**src/rtl/irq_vec_ctrl.sv**
```systemverilog
module irq_vec_ctrl #(
  parameter int          N_SRC     = 32,
  parameter logic [31:0] EDGE_KIND = 32'h0000_FFFF
) (
  input  logic             clk,
  input  logic             rst_n,
  input  logic [N_SRC-1:0] irq_in,
  input  logic             bus_sel,
  input  logic             bus_wr,
  input  logic [4:0]       bus_addr,
  input  logic [31:0]      bus_wdata,
  output logic [31:0]      bus_rdata,
  output logic             irq_out
);
  localparam int IW = (N_SRC > 1) ? $clog2(N_SRC) : 1;
  localparam logic [N_SRC-1:0] EDGE_M = EDGE_KIND[N_SRC-1:0];

  localparam logic [2:0] A_STAT = 3'd0, A_PEND = 3'd1, A_ENA = 3'd2, A_ACK = 3'd3,
                         A_SET  = 3'd4, A_CLR  = 3'd5, A_VEC = 3'd6, A_MST = 3'd7;

  logic [N_SRC-1:0] status, enable, src_q, hits, ack_m, pend;
  logic [1:0]       mst;
  logic             irq_q;
  logic [31:0]      vec;

  wire              wr_en = bus_sel && bus_wr;
  wire [2:0]        reg_sel = bus_addr[4:2];
  wire [N_SRC-1:0]  wmask = bus_wdata[N_SRC-1:0];

  assign hits  = (EDGE_M & irq_in & ~src_q) | (~EDGE_M & irq_in);
  assign ack_m = (wr_en && reg_sel == A_ACK) ? wmask : '0;
  assign pend  = status & enable;
  assign irq_out = irq_q;

  always_comb begin
    vec = 32'hFFFF_FFFF;
    for (int i = N_SRC - 1; i >= 0; i--)
      if (pend[i]) vec = 32'(i);
  end

  always_ff @(posedge clk) begin
    if (!rst_n) begin
      status <= '0;
      enable <= '0;
      src_q  <= '0;
      mst    <= '0;
      irq_q  <= 1'b0;
    end else begin
      src_q  <= irq_in;
      status <= (status & ~ack_m) | (mst[1] ? hits : '0);
      irq_q  <= mst[0] && (|pend);
      if (wr_en) begin
        case (reg_sel)
          A_ENA:   enable <= wmask;
          A_SET:   enable <= enable | wmask;
          A_CLR:   enable <= enable & ~wmask;
          A_MST:   mst    <= bus_wdata[1:0];
          default: ;
        endcase
      end
    end
  end

  always_comb begin
    bus_rdata = '0;
    case (reg_sel)
      A_STAT:  bus_rdata = 32'(status);
      A_PEND:  bus_rdata = 32'(pend);
      A_ENA:   bus_rdata = 32'(enable);
      A_VEC:   bus_rdata = vec;
      A_MST:   bus_rdata = {30'd0, mst};
      default: bus_rdata = '0;
    endcase
  end

  AST_OUT_NEEDS_ME: assert property (@(posedge clk) disable iff (!rst_n)
    irq_out |-> $past(mst[0]));

  AST_NO_LATCH_OFF: assert property (@(posedge clk) disable iff (!rst_n)
    !mst[1] |=> ((status & ~$past(status)) == '0));

  AST_EDGE_ONCE: assert property (@(posedge clk) disable iff (!rst_n)
    1'b1 |=> ((status & ~$past(status) & EDGE_M & ~($past(irq_in) & ~$past(src_q))) == '0));

  AST_VEC_VALID: assert property (@(posedge clk) disable iff (!rst_n)
    (vec != 32'hFFFF_FFFF) |-> pend[vec[IW-1:0]]);

  AST_VEC_NONE: assert property (@(posedge clk) disable iff (!rst_n)
    (status & enable) == '0 |-> (vec == 32'hFFFF_FFFF));

endmodule

```
**config.mk**
```make
export PLATFORM = sky130hd
export DESIGN_NAME = irq_vec_ctrl
export DESIGN_NICKNAME = d
export VERILOG_FILES = /design/src/rtl/irq_vec_ctrl.sv
export SDC_FILE = /design/constraint.sdc
export NUM_CORES = 1
export LEC_CHECK = 0
export ABC_CLOCK_PERIOD_IN_PS = 2400
export BUFFER_PORTS_ARGS = -buffer_cell sky130_fd_sc_hd__clkbuf_2
export CELL_PAD_IN_SITES_DETAIL_PLACEMENT = 0
export CELL_PAD_IN_SITES_GLOBAL_PLACEMENT = 1
export CORE_MARGIN = 1
export CORE_UTILIZATION = 39
export DETAILED_ROUTE_END_ITERATION = 16
export PLACE_DENSITY = 0.89
export SYNTH_ARGS = -nofsm -noshare
export SYNTH_HDL_FRONTEND = slang
export SYNTH_SLANG_ARGS = --single-unit
```
**constraint.sdc**
```tcl
create_clock -name clk -period 2.4 [get_ports clk]
set_input_delay 0.48 -clock clk [delete_from_list [all_inputs] [get_ports clk]]
set_output_delay 0.48 -clock clk [all_outputs]
set_load 0.01 [all_outputs]
```
== Yosys cells after proc, flatten, opt, wreduce, memory -nomap -nowiden ==
Cells that the tools add are included.

* Output and inout port bits: 33
* Input port bits: 73
* Register bits: 99
* Logic and storage cells: 66

* Reductions and logical operators: 8
* Bitwise gates (word level): 10
* Muxes and demuxes: 36
* Eq/ne operators: 7

{| class="wikitable"
|+ Operator list
! operator !! count
|-
| 32-bit two-way mux || 34
|-
| 32-bit one-hot mux with 5 select lines || 1
|-
| 32-bit AND || 3
|-
| 32-bit inverter || 3
|-
| 32-bit OR || 3
|-
| 32-bit one-hot mux with 3 select lines || 1
|-
| 16-bit by 32-bit AND with 32-bit output || 1
|-
| 32-bit OR reduction || 1
|-
| 3-bit equality test, second input constant || 4
|-
| 3-bit by 2-bit equality test with 1-bit output, second input constant || 2
|-
| 2-bit AND reduction || 2
|-
| 3-bit by 1-bit equality test with 1-bit output, second input constant || 1
|-
| 1-bit logical AND || 3
|-
| 3-bit logical NOT || 1
|-
| 3-bit nonzero test || 1
|}

== Logic depth before layout (Yosys ltp) ==
* Depth after elaboration: 34
* Depth in mapped cells: 9
* Mapped depth without buffers: 6

== Least setup slack after synthesis ==
No wires, ideal clock.

* Kind: in2out
* From: in bus_addr[3]
* To: out bus_rdata[11]
* Cell stages on the path: 7
* Path buffers: 2
* Setup slack: 0.306 ns
* Arrival time: 1.614 ns
* Data required time: 1.920 ns
* Cell sequence: buf_4 -> nand4b_1 -> a21oi_1 -> and3_1 -> nand2_2 -> clkbuf_2 -> o21ai_0

* Word-level cells in the longest chain between the ends: 2
* Elaborated cells on any way between the ends: 6
* Those cells by class: eq/ne (4); mux (1); reduce/logical (1)

{| class="wikitable"
|+ Ends and longest elaborated chain
! element !! RTL line !! text
|-
| start, declared || 10 || <nowiki>input logic [4:0] bus_addr,</nowiki>
|-
| 3-bit equality test (tied with other cells) || 66 || <nowiki>case (reg_sel)</nowiki>
|-
| 32-bit one-hot mux with 5 select lines (*) || 66 ||
|-
| end, declared || 12 || <nowiki>output logic [31:0] bus_rdata,</nowiki>
|}

Every way passes the cells marked *; elsewhere a longest branch is shown, timed or not.

== Worst setup path after layout ==
* From: reg enable[23]
* To: out bus_rdata[14]

* Word-level cells in the longest chain between the ends: 26

{| class="wikitable"
|+ Ends and longest elaborated chain
! element !! RTL line !! text
|-
| start, declared || 21 || <nowiki>logic [N_SRC-1:0] status, enable, src_q, hits, ack_m, pend;</nowiki>
|-
| start signal, assigned || 54 || <nowiki>A_ENA: enable <= wmask;</nowiki>
|-
| start signal, assigned || 55 || <nowiki>A_SET: enable <= enable | wmask;</nowiki>
|-
| start signal, assigned || 56 || <nowiki>A_CLR: enable <= enable & ~wmask;</nowiki>
|-
| 32-bit AND || 32 || <nowiki>assign pend = status & enable;</nowiki>
|-
| 32-bit two-way mux (24 in series) || 38 || <nowiki>if (pend[i]) vec = 32'(i);</nowiki>
|-
| 32-bit one-hot mux with 5 select lines || 66 ||
|}

No other way between the ends.

==> metrics.cfg <==
[timing]
fin_crit_sh=1.05
relSlewSlack=0.559
rsz0062_at_grt=yes
hold-worst-slack_ns=0.354
setup_ws_ns=-0.129
post-route-min-period_ns=2.53
setup_violations=29
skew_ns=0.00430
setup_tns_ns=-1.81
finalHoldViolations=0
slew_viol_final=0
max_freq_mhz=395
worst_slew_pin_slew_ns=0.662

[pwr]
peakVddDrop_uv=270
sequentialPowerShare=0.467
switchingPower_uw=792
power_frac_comb=0.116
switching_share=0.258
powerDensity_nw_per_um2=519
p_int_mw=2.28
p_leak_nw=2.28
power.total_mw=3.07
pwr-share-clk=0.417

[global_routing]
grt_pass1_vias=4750
track_usage=0.242
grt.overflow.total=0
grt_max_degree=48
grt_pass1_wl_um=22700
antenna_found_initial=0

[job]
maxCapViolCount=0

[logic_synthesis]
synth_edf_count=0
synthSimpleGateAreaFrac=0.205
synth_seq_area_share=0.364
synth_ff_type=dfxtp_1
post_synth_xor_area_fraction=0
synth_mux_area_frac=0.00439
synth_top_family_by_area=compound AO/OA/AOI/OAI gates
syn-instance-count=613
syn_nets=686
ys_types=43
avgSynthCellArea_um2=7.44
ys_ff_latch=83
synth_compound_area_frac=0.341
synth-adder-area-share=0
yosys_warnings=0
syn_area_um2=4560
async_flop_share=0

[clock_tree]
htreeDepth=3
numClockSinks=83
hold_buffers=0
clockRootBuffer=clkbuf_16
cts_tree=yes
cts.reportedPaths.clkPinSlew_ns=0.06
numCtsBuffers=9
clock_latency_ns=0.34
clockBufferDepth=2

[floorplanning]
core_area_um2=11400
rows=39
die-area_um2=12100
start_util=0.399
io_pins=106
fp.dieW_um=110
die_h_um=110

[final_layout]
layout-drive-gt1-share=0.290
syn2layout_area_growth_pct=29.6
antenna_cells=0
num-nets-final=813
fin_area_um2=5910

[worst_setup_path]
critPathKind=register to output pin
crit_required_ns=1.92
critPathCaptureType=output pin
worstPathMaxFanout=16
cp.arrival_ns=2.05
critPathLaunchType=register

[outcome]
failed_checks=negative setup slack
status=complete, but fails checks

[detailed_routing]
vias=4931
viasPerCell=5.56
dr.pass1.iters=5
ant_nets=0
drt-initial-drc-count=246
drt-wirelength-per-cell_um=15.9
drc=0
wl_um=14100

[placed_design]
dp_hpwl_um=9790
place_area_um2=5430
detailedPlace.worstSlack_ns=0.136
gp_congestion=0.843
portBuffers=103

[min_path]
hold_class=input pin to register

## state kept, by name, indices dropped and copies added, names as in the netlist
| register | count |
|---|---|
| mst | 2 |
| status | 32 |
| irq_out | 1 |
| enable | 32 |
| src_q | 16 |
## cell usage after synthesis, types with 2 or more instances
master | number | share of area
a21boi_1 | 14 | 0.023
dfxtp_1 | 83 | 0.36
a22oi_1 | 56 | 0.092
a22o_1 | 3 | 0.0058
buf_4 | 3 | 0.0049
a32oi_1 | 18 | 0.035
mux2i_1 | 2 | 0.0044
nand2_1 | 93 | 0.077
nand3_1 | 3 | 0.0033
a22oi_2 | 2 | 0.0055
nand2b_1 | 2 | 0.0027
buf_2 | 4 | 0.0044
and2_1 | 18 | 0.025
clkbuf_1 | 31 | 0.026
a221oi_1 | 3 | 0.0058
nand4b_1 | 2 | 0.0038
a21boi_0 | 19 | 0.031
a32o_1 | 3 | 0.0066
clkbuf_2 | 2 | 0.0022
o22ai_1 | 4 | 0.0055
and3_1 | 3 | 0.0041
nand4_1 | 2 | 0.0027
nor2b_1 | 34 | 0.047
o21ai_0 | 95 | 0.10
a21oi_1 | 7 | 0.0077
inv_1 | 52 | 0.043
buf_6 | 2 | 0.0049
nor2_1 | 38 | 0.031
## stage by stage
step / utilization / instances
floorplan: - / 613
global placement: 0.475 / 863
detailed placement: 0.475 / 863
CTS: 0.513 / 885
global route: 0.518 / 887
finish: 0.518 / 887
## timing repair
item	CTS	global route
pin swaps	15	6
endpoints found under the setup margin	28	32
setup buffers	7	3
gates cloned	0	0
resized for setup	40	38
## critical path: stages (launching register included)
cell and delay (ns):
dfxtp_2 0.34, a22oi_2 0.21, and3b_2 0.24, nand2_2 0.07, nor4_4 0.25, nand2_2 0.14
buf_8 0.18, o21ai_0 0.11, buf_2 0.17
## layout make-up
class | count | area (um^2)
fill | 1131 | 5510
multi-input combinational | 436 | 2620
sequential | 83 | 1680
timing repair buffer | 158 | 970
clock buffer | 10 | 239
inverter | 52 | 195
tap | 143 | 179
clock inverter | 5 | 30.0
## metal layers
metal	part of all wire	up-vias	GRT usage
met3	0.059	24	0.0400
met2	0.48	183	0.395
met1	0.44	2325	0.312
li1	-	2399	-
met5	0	-	0
met4	0.023	0	0.111
## power groups by stage
stage               combinational [mW]  sequential, mW  clock [mW]
floorplan                        0.177            1.46           0
global placement                 0.336            1.46           0
detailed placement               0.345            1.46           0
CTS                              0.354            1.43        1.29
global route                     0.391            1.44        1.35
finish                           0.356            1.43        1.28
## cell families (layout without fill, tap and decap cells)
group / count (synthesis) / in the layout
AO/OA/AOI/OAI: 234 / 234
buffers and inverters: 94 / 225
flip-flops: 83 / 83
multiplexers: 2 / 2
AND/OR/NAND/NOR: 200 / 200
## placed cells by master, fill, tap and decap left out, drive strengths merged, types with 4 or more instances in the layout
| cell type | Yosys | routed |
|---|---|---|
| a21boi | 33 | 33 |
| a21oi | 8 | 8 |
| a22oi | 58 | 58 |
| a32oi | 18 | 18 |
| and2 | 18 | 18 |
| buf | 9 | 79 |
| clkbuf | 33 | 89 |
| dfxtp | 83 | 83 |
| inv | 52 | 52 |
| nand2 | 94 | 94 |
| nand3 | 4 | 4 |
| nor2 | 38 | 38 |
| nor2b | 34 | 34 |
| o21ai | 97 | 97 |
| o22ai | 4 | 4 |
## path summary, 6_finish.rpt
path	startpoint	to	slack, ns	cells after the start
setup / recovery	enable[23]	bus_rdata[14]	-0.13	8
hold / removal	irq_in[5]	src_q[5]	0.35	2
setup reg to reg	enable[23]	irq_out	0.84	7
hold reg to reg	mst[0]	irq_out	0.49	2
Power figures use the tool's default switching activity.
